### src/rtl/depvd_pkg.sv
package depvd_pkg;
  // a is older than b when the modular difference a - b has its top bit set
  function automatic logic seq_older(logic [31:0] a, logic [31:0] b, int unsigned w);
    logic [31:0] d;
    d = a - b;
    return d[w-1];
  endfunction
endpackage

### src/rtl/depvd_slot.sv
module depvd_slot #(
  parameter int SEQ_W = 8,
  parameter int REG_W = 5
) (
  input  logic             clk,
  input  logic             rst_n,
  input  logic             clr,
  input  logic             load,
  input  logic [SEQ_W-1:0] ld_seq,
  input  logic [REG_W-1:0] ld_a,
  input  logic             ld_a_vld,
  input  logic [REG_W-1:0] ld_b,
  input  logic             ld_b_vld,
  input  logic             cmt_valid,
  input  logic [SEQ_W-1:0] cmt_seq,
  input  logic             wb_valid,
  input  logic [SEQ_W-1:0] wb_seq,
  input  logic [REG_W-1:0] wb_dst,
  output logic             vld,
  output logic [SEQ_W-1:0] seq,
  output logic             hit
);
  import depvd_pkg::*;

  logic [REG_W-1:0] src_a, src_b;
  logic             a_v, b_v;
  logic             reg_match, commit_me;

  assign reg_match = (a_v && src_a == wb_dst) || (b_v && src_b == wb_dst);
  assign hit       = vld && wb_valid && reg_match &&
                     seq_older(32'(wb_seq), 32'(seq), SEQ_W);
  assign commit_me = vld && cmt_valid && (cmt_seq == seq);

  always_ff @(posedge clk or negedge rst_n) begin
    if (!rst_n) begin
      vld   <= 1'b0;
      seq   <= '0;
      src_a <= '0;
      src_b <= '0;
      a_v   <= 1'b0;
      b_v   <= 1'b0;
    end else if (clr) begin
      vld <= 1'b0;
    end else if (load) begin
      vld   <= 1'b1;
      seq   <= ld_seq;
      src_a <= ld_a;
      src_b <= ld_b;
      a_v   <= ld_a_vld;
      b_v   <= ld_b_vld;
    end else if (commit_me) begin
      vld <= 1'b0;
    end
  end
endmodule

### src/rtl/depvd_pick_free.sv
module depvd_pick_free #(
  parameter int ENTRIES = 8
) (
  input  logic [ENTRIES-1:0] busy,
  output logic [ENTRIES-1:0] grant_oh,
  output logic               any_free
);
  always_comb begin
    grant_oh = '0;
    any_free = 1'b0;
    for (int i = 0; i < ENTRIES; i++) begin
      if (!busy[i] && !any_free) begin
        grant_oh[i] = 1'b1;
        any_free    = 1'b1;
      end
    end
  end
endmodule

### src/rtl/depvd_pick_oldest.sv
module depvd_pick_oldest #(
  parameter int ENTRIES = 8,
  parameter int SEQ_W   = 8
) (
  input  logic [ENTRIES-1:0] hit,
  input  logic [SEQ_W-1:0]   seqs [ENTRIES],
  output logic               any_hit,
  output logic [SEQ_W-1:0]   oldest
);
  import depvd_pkg::*;

  always_comb begin
    any_hit = 1'b0;
    oldest  = '0;
    for (int i = 0; i < ENTRIES; i++) begin
      if (hit[i] && (!any_hit || seq_older(32'(seqs[i]), 32'(oldest), SEQ_W))) begin
        oldest  = seqs[i];
        any_hit = 1'b1;
      end
    end
  end
endmodule

### src/rtl/xlane_hazard_det.sv
module xlane_hazard_det #(
  parameter int ENTRIES = 8,
  parameter int SEQ_W   = 8,
  parameter int REG_W   = 5,
  localparam int CNT_W  = $clog2(ENTRIES + 1)
) (
  input  logic             clk,
  input  logic             rst_n,
  input  logic             iss_valid,
  input  logic [SEQ_W-1:0] iss_seq,
  input  logic [REG_W-1:0] iss_src_a,
  input  logic             iss_src_a_vld,
  input  logic [REG_W-1:0] iss_src_b,
  input  logic             iss_src_b_vld,
  input  logic             wb_valid,
  input  logic [SEQ_W-1:0] wb_seq,
  input  logic [REG_W-1:0] wb_dst,
  input  logic             cmt_valid,
  input  logic [SEQ_W-1:0] cmt_seq,
  input  logic             flush,
  output logic             replay_req,
  output logic [SEQ_W-1:0] replay_seq,
  output logic [CNT_W-1:0] occupancy,
  output logic             table_full
);
  logic [ENTRIES-1:0] row_vld, row_hit, grant_oh, row_load;
  logic [SEQ_W-1:0]   row_seq [ENTRIES];
  logic               any_free, hazard, wipe, accept;
  logic [SEQ_W-1:0]   oldest_seq;

  assign wipe   = flush || hazard;
  assign accept = iss_valid && any_free && !wipe;

  depvd_pick_free #(.ENTRIES(ENTRIES)) u_free (
    .busy(row_vld), .grant_oh(grant_oh), .any_free(any_free)
  );

  for (genvar g = 0; g < ENTRIES; g++) begin : g_row
    assign row_load[g] = accept && grant_oh[g];
    depvd_slot #(.SEQ_W(SEQ_W), .REG_W(REG_W)) u_slot (
      .clk(clk), .rst_n(rst_n), .clr(wipe), .load(row_load[g]),
      .ld_seq(iss_seq), .ld_a(iss_src_a), .ld_a_vld(iss_src_a_vld),
      .ld_b(iss_src_b), .ld_b_vld(iss_src_b_vld),
      .cmt_valid(cmt_valid), .cmt_seq(cmt_seq),
      .wb_valid(wb_valid), .wb_seq(wb_seq), .wb_dst(wb_dst),
      .vld(row_vld[g]), .seq(row_seq[g]), .hit(row_hit[g])
    );
  end

  depvd_pick_oldest #(.ENTRIES(ENTRIES), .SEQ_W(SEQ_W)) u_oldest (
    .hit(row_hit), .seqs(row_seq), .any_hit(hazard), .oldest(oldest_seq)
  );

  always_ff @(posedge clk or negedge rst_n) begin
    if (!rst_n) begin
      replay_req <= 1'b0;
      replay_seq <= '0;
    end else begin
      replay_req <= hazard;
      if (hazard) replay_seq <= oldest_seq;
    end
  end

  always_comb begin
    occupancy = '0;
    for (int i = 0; i < ENTRIES; i++) occupancy = occupancy + CNT_W'(row_vld[i]);
  end
  assign table_full = !any_free;
endmodule

### config.mk
export PLATFORM = sky130hd
export DESIGN_NAME = xlane_hazard_det
export DESIGN_NICKNAME = d
export VERILOG_FILES = /design/src/rtl/depvd_pkg.sv /design/src/rtl/depvd_slot.sv /design/src/rtl/depvd_pick_free.sv /design/src/rtl/depvd_pick_oldest.sv /design/src/rtl/xlane_hazard_det.sv
export SDC_FILE = /design/constraint.sdc
export NUM_CORES = 1
export LEC_CHECK = 0
export ABC_AREA = 0
export BUFFER_PORTS_ARGS = -buffer_cell sky130_fd_sc_hd__buf_2
export CORE_MARGIN = 2
export CORE_UTILIZATION = 55
export CTS_BUF_LIST = sky130_fd_sc_hd__clkbuf_4 sky130_fd_sc_hd__clkbuf_8 sky130_fd_sc_hd__clkbuf_16
export DETAILED_ROUTE_END_ITERATION = 16
export GPL_ROUTABILITY_DRIVEN = 0
export PLACE_DENSITY = 0.84
export SETUP_SLACK_MARGIN = 0.4
export SYNTH_ARGS = -nofsm -noshare
export SYNTH_HDL_FRONTEND = slang
export SYNTH_SLANG_ARGS = --single-unit
### constraint.sdc
create_clock -name clk -period 44.4 [get_ports clk]
set_clock_uncertainty 0.05 [all_clocks]
set_input_delay 4.44 -clock clk [delete_from_list [all_inputs] [get_ports clk]]
set_output_delay 4.44 -clock clk [all_outputs]
set_load 0.05 [all_outputs]
# == Word level (Yosys, flattened, before mapping) ==
# Index checks and enable logic that the tools add are counted.
# totals
ff_bits,177
output_inout_bits,14
# classes
n_addsub,22
n_eq_ne,24
n_reduce_logical,134
mux,55
n_bitwise,1
# ops
op,n
subtractor 8 bit,15
equality test 5 bit,16
logical AND 1 bit,80
equality test 8 bit,8
two-way mux 8 bit,8
two-way mux 1 bit,47
nonzero test 3 bit,8
zero test 1 bit,22
adder 4 x 1 -> 4 bit,4
logical OR 1 bit,16
AND reduction 2 bit,8
adder 3 x 1 -> 4 bit,1
adder 2 x 1 -> 3 bit,1
adder 1 x 1 -> 2 bit,1
NOT 1 bit,1

# == Longest topological paths before layout ==
# depth
depth_word,40
depth_mapped,94
ltp_nobuf,87

# == By module ==
# A second synthesis with hierarchy kept.
# hier_totals
hier_cells,1263
hier_area_um2,12393.1
# modules_own_cells
mod,area_per_inst_um2,cells_per_inst,n_inst
depvd_slot,1138.6,104,8
depvd_pick_oldest,2621.3,365,1
xlane_hazard_det,589.3,53,1
depvd_pick_free,73.8,13,1

# == Worst setup path after synthesis ==
# OpenSTA, ideal clock, no wires.
# synth_path
path_kind,input to register
from,input port wb_seq[2]
to,register replay_seq[0]
path_slack_ps,23195
path_buffers,7
arrival_time_ps,21075
setup_time_ps,79
path_stages,89
path_cell_list,ha_1 -> a21oi_1 -> o21ai_1 -> a21oi_2 -> xnor2_1 -> mux2_4 -> clkbuf_1 -> nand2_1 -> ha_1 -> a21oi_1 -> o21ai_1 -> a21oi_2 -> xnor2_1 -> nand3_1 -> nand3_1 -> clkbuf_1 -> a31oi_1 -> ha_1 -> [53 not listed] -> inv_1 -> o31ai_1 -> o21ba_1 -> or4_1 -> a211o_1 -> a21oi_2 -> nand2b_1 -> buf_2 -> mux2i_1 -> ha_1 -> a21oi_1 -> nor2b_1 -> o21ai_0 -> nand3_1 -> nor4b_1 -> a211o_1 -> buf_6 -> mux2i_1
# synth_between
elab_chain_cells,31
elab_cells_between_ends,60
# synth_lines
item,line,source
start: declaration,xlane_hazard_det.sv:16,"input logic [SEQ_W-1:0] wb_seq,"
subtractor 8 bit,depvd_pkg.sv:5,d = a - b;
logical AND 1 bit,depvd_slot.sv:30,assign hit = vld && wb_valid && reg_match &&
two-way mux 8 bit or two-way mux 1 bit (tied branches),depvd_pick_oldest.sv:16,"if (hit[i] && (!any_hit || seq_older(32'(seqs[i]), 32'(oldest), SEQ_W))) begin"
subtractor 8 bit or zero test 1 bit (tied branches),"depvd_pkg.sv:5, depvd_pick_oldest.sv:16",
logical OR 1 bit,depvd_pick_oldest.sv:16,
logical AND 1 bit,depvd_pick_oldest.sv:16,
two-way mux 8 bit or two-way mux 1 bit (tied branches),depvd_pick_oldest.sv:16,
subtractor 8 bit or zero test 1 bit (tied branches),"depvd_pkg.sv:5, depvd_pick_oldest.sv:16",
[15 not listed],-,
subtractor 8 bit or zero test 1 bit (tied branches),"depvd_pkg.sv:5, depvd_pick_oldest.sv:16",
logical OR 1 bit,depvd_pick_oldest.sv:16,
logical AND 1 bit,depvd_pick_oldest.sv:16,
two-way mux 8 bit or two-way mux 1 bit (tied branches),depvd_pick_oldest.sv:16,
subtractor 8 bit or zero test 1 bit (tied branches),"depvd_pkg.sv:5, depvd_pick_oldest.sv:16",
logical OR 1 bit,depvd_pick_oldest.sv:16,
logical AND 1 bit,depvd_pick_oldest.sv:16,
two-way mux 8 bit or two-way mux 1 bit (tied branches),depvd_pick_oldest.sv:16,
end signal: assignment,xlane_hazard_det.sv:60,if (hazard) replay_seq <= oldest_seq;
end: declaration,xlane_hazard_det.sv:22,"output logic [SEQ_W-1:0] replay_seq,"
# Parallel ways exist; a longest one is shown, timed or not.
# A chain may end at the register's enable or synchronous reset.

# == Worst setup path in the final report ==
# layout_path
from,input port wb_dst[3]
to,register replay_seq[5]
# layout_between
elab_chain_cells,34
elab_cells_between_ends,100
# layout_lines
item,line,source
start: declaration,xlane_hazard_det.sv:17,"input logic [REG_W-1:0] wb_dst,"
equality test 5 bit,depvd_slot.sv:29,assign reg_match = (a_v && src_a == wb_dst) || (b_v && src_b == wb_dst);
logical AND 1 bit,depvd_slot.sv:29,
logical OR 1 bit,depvd_slot.sv:29,
logical AND 1 bit (2 in series),depvd_slot.sv:30,
two-way mux 8 bit or two-way mux 1 bit (tied branches),depvd_pick_oldest.sv:16,
subtractor 8 bit or zero test 1 bit (tied branches),"depvd_pkg.sv:5, depvd_pick_oldest.sv:16",
logical OR 1 bit,depvd_pick_oldest.sv:16,
logical AND 1 bit,depvd_pick_oldest.sv:16,
[17 not listed],-,
subtractor 8 bit or zero test 1 bit (tied branches),"depvd_pkg.sv:5, depvd_pick_oldest.sv:16",
logical OR 1 bit,depvd_pick_oldest.sv:16,
logical AND 1 bit,depvd_pick_oldest.sv:16,
two-way mux 8 bit or two-way mux 1 bit (tied branches),depvd_pick_oldest.sv:16,
subtractor 8 bit or zero test 1 bit (tied branches),"depvd_pkg.sv:5, depvd_pick_oldest.sv:16",
logical OR 1 bit,depvd_pick_oldest.sv:16,
logical AND 1 bit,depvd_pick_oldest.sv:16,
two-way mux 8 bit or two-way mux 1 bit (tied branches),depvd_pick_oldest.sv:16,
# Parallel ways exist; a longest one is shown, timed or not.

==> impl_metrics.ini <==
[worst_setup_path]
path_max_fanout = 16
path_common_cell = a21oi_1
crit_type = primary input to register
max_stage_delay_ps = 890
end_kind = register
start_kind = primary input
required_ps = 44710
rrSetupSlack_ps = 22930
critPathSlowestCell = o21ai_0
arrival_ps = 25500

[route]
ant_nets = 0
wl_per_cell_um = 20.2
routed_wl_um = 31900
route.vias.total = 9762
via_per_inst = 6.18
drc = 0
dr.pass1.iters = 8
drtIter0Drc = 745

[die]
ios = 61
die_y_um = 154
die_area_um2 = 23600
design.core.area_um2 = 21900
die_x_um = 154
initial_utilization_pct = 56.4
fp-row-count = 54

[clock_network]
hold_buffers = 0
numCtsBuffers = 17
post_cts_resized = 0
clock_sinks = 177
cts_buffer_depth = 2
clock-root-buffer = clkbuf_16
post_cts_buffers = 0
cts.clk_slew.worst_paths_ps = 70
htree_levels = 4
cts_tree = done
clkLatencyLatePin_ps = 450

[yosys]
ys_types = 75
yosysWarnings = 0
avgSynthCellArea_um2 = 9.84
synth_edf_count = 0
syn-num-nets = 1400
synth_area_um2 = 12300
synth.ff_latch_count = 177
ys_top_cells_by_area = dfrtp_1, mux2_2, ha_1
yosysTopAreaCellShare_pct = 35.9
synth-seq-area-share_pct = 35.9
synth_top_cell_by_area = dfrtp_1
ys.flop_type = dfrtp_1
postSynthCellCount = 1254
async_flop_share_pct = 100

[worst_hold_path]
hold_path.class = register to register

[placement]
placedCellCount = 1548
io_buffers = 60
place_area_um2 = 12800
hpwl_um = 23400

[global_routing]
grt_start_max_net_pins = 98
antenna_found_initial = 0
grt_use_total_pct = 27.8
grt_pass1_wl_um = 52000
grt_pass1_vias = 9884
overflow = 0

[sta]
max-slew-margin-rel_pct = 19.1
setup_viol = 0
post-route-period-util_pct = 56.7
setup_tns_ps = 0
max_freq_ghz = 0.0397
final_max_slew_viol_count = 0
finalCriticalPeriod_ps = 25180
rsz0062_at_grt = false
tightest_slew_ps = 1210
hold_viol_final = 0

[cells_and_area]
area_delta_synth_final_pct = 8.79
final_nets = 1433
n_antenna_cell = 0
design_area_um2 = 13400
layout_common_cells = dfrtp_1, mux2_2, xor2_1, ha_1, inv_1
fin_cells = 1580
drive_gt1_share_pct = 19.3
fin_util_pct = 61.3
layout_commonest_cell = dfrtp_1
fillers = 1793

[power_and_ir_drop]
powerDensity_nw_per_um2 = 34.7
leakage_nw = 6.54
finalPower_uw = 465
ir_worst_vdd_v = 0.0000261

[run]
max-cap-violations = 0

[status]
status = complete, no violations
area by class of cell:
cell class	count	area [um^2]	share of cell area, %
flip-flops and latches	177	4430	33.0
repair buffers	66	352	2.62
multi-input cells	936	7370	54.9
clock buffers	19	453	3.37
inverters	89	334	2.49
well taps	280	350	2.61
clock inverters	13	129	0.960
registers in the layout, indices dropped and copies added (netlist names):
signal / flops
g_row.u_slot.src_b: 40
g_row.u_slot.seq: 64
g_row.u_slot.src_a: 40
replay_req: 1
g_row.u_slot.b_v: 8
replay_seq: 8
g_row.u_slot.a_v: 8
g_row.u_slot.vld: 8
Yosys cell counts, types with 23 or more instances:
master	count
clkbuf_1	31
o21ai_0	60
inv_1	88
xnor2_1	51
nand2_1	87
mux2_2	128
nand3_1	25
ha_1	95
xor2_1	114
dfrtp_1	177
nor4_1	23
a21oi_1	61
nor2_1	49
nand4_1	26
layer usage:
| layer | up-vias | global-route usage, % | wire (um) |
|---|---|---|---|
| li1 | 4471 | - | - |
| met1 | 4777 | 36.7 | 13300 |
| met2 | 414 | 45.8 | 15000 |
| met3 | 100 | 5.78 | 2410 |
| met4 | 0 | 9.26 | 1100 |
| met5 | - | 0 | 0 |
where the power goes:
part	total [mW]	internal [mW]	switching [mW]
Sequential	0.201	0.180	0.0213
Combinational	0.114	0.0495	0.0644
Clock	0.150	0.0777	0.0723
Total	0.465	0.307	0.158
worst max-delay path: cells and delay by family:
family	cells	cell delay, ps
AND/OR/NAND/NOR	23	4600
buffers and inverters	4	750
multiplexers	4	1150
XOR/XNOR	5	780
adder cells (fa/ha/maj)	7	2100
AO/OA/AOI/OAI	39	11680
kinds of logic after synthesis:
family | count (synthesis) | synth area share, %
AO/OA/AOI/OAI | 222 | 11.5
XOR/XNOR | 166 | 11.9
AND/OR/NAND/NOR | 299 | 12.4
buffers and inverters | 141 | 4.46
adder cells (fa/ha/maj) | 99 | 10.3
multiplexers | 150 | 13.5
flip-flops | 177 | 35.9
stage by stage:
step                      setup slack (ps)  hold slack (ps)
after detailed placement             19330              442
after floorplan                      23200              422
after global routing                 16880              476
after global placement               20470              435
final                                19220              464
after CTS                            19600              463
final timing paths:
path                                             to                   start  cells after the start
max                                   replay_seq[5]               wb_dst[3]                     82
min                             g_row[6].u_slot.b_v     g_row[6].u_slot.b_v                      1
max reg2reg                           replay_seq[5]  g_row[0].u_slot.seq[6]                     83
min reg2reg                     g_row[6].u_slot.b_v     g_row[6].u_slot.b_v                      1
max in group asynchronous    g_row[3].u_slot.seq[7]                   rst_n                      2
min in group asynchronous  g_row[3].u_slot.src_b[4]                   rst_n                      1
(Power assumes the default switching activity.)
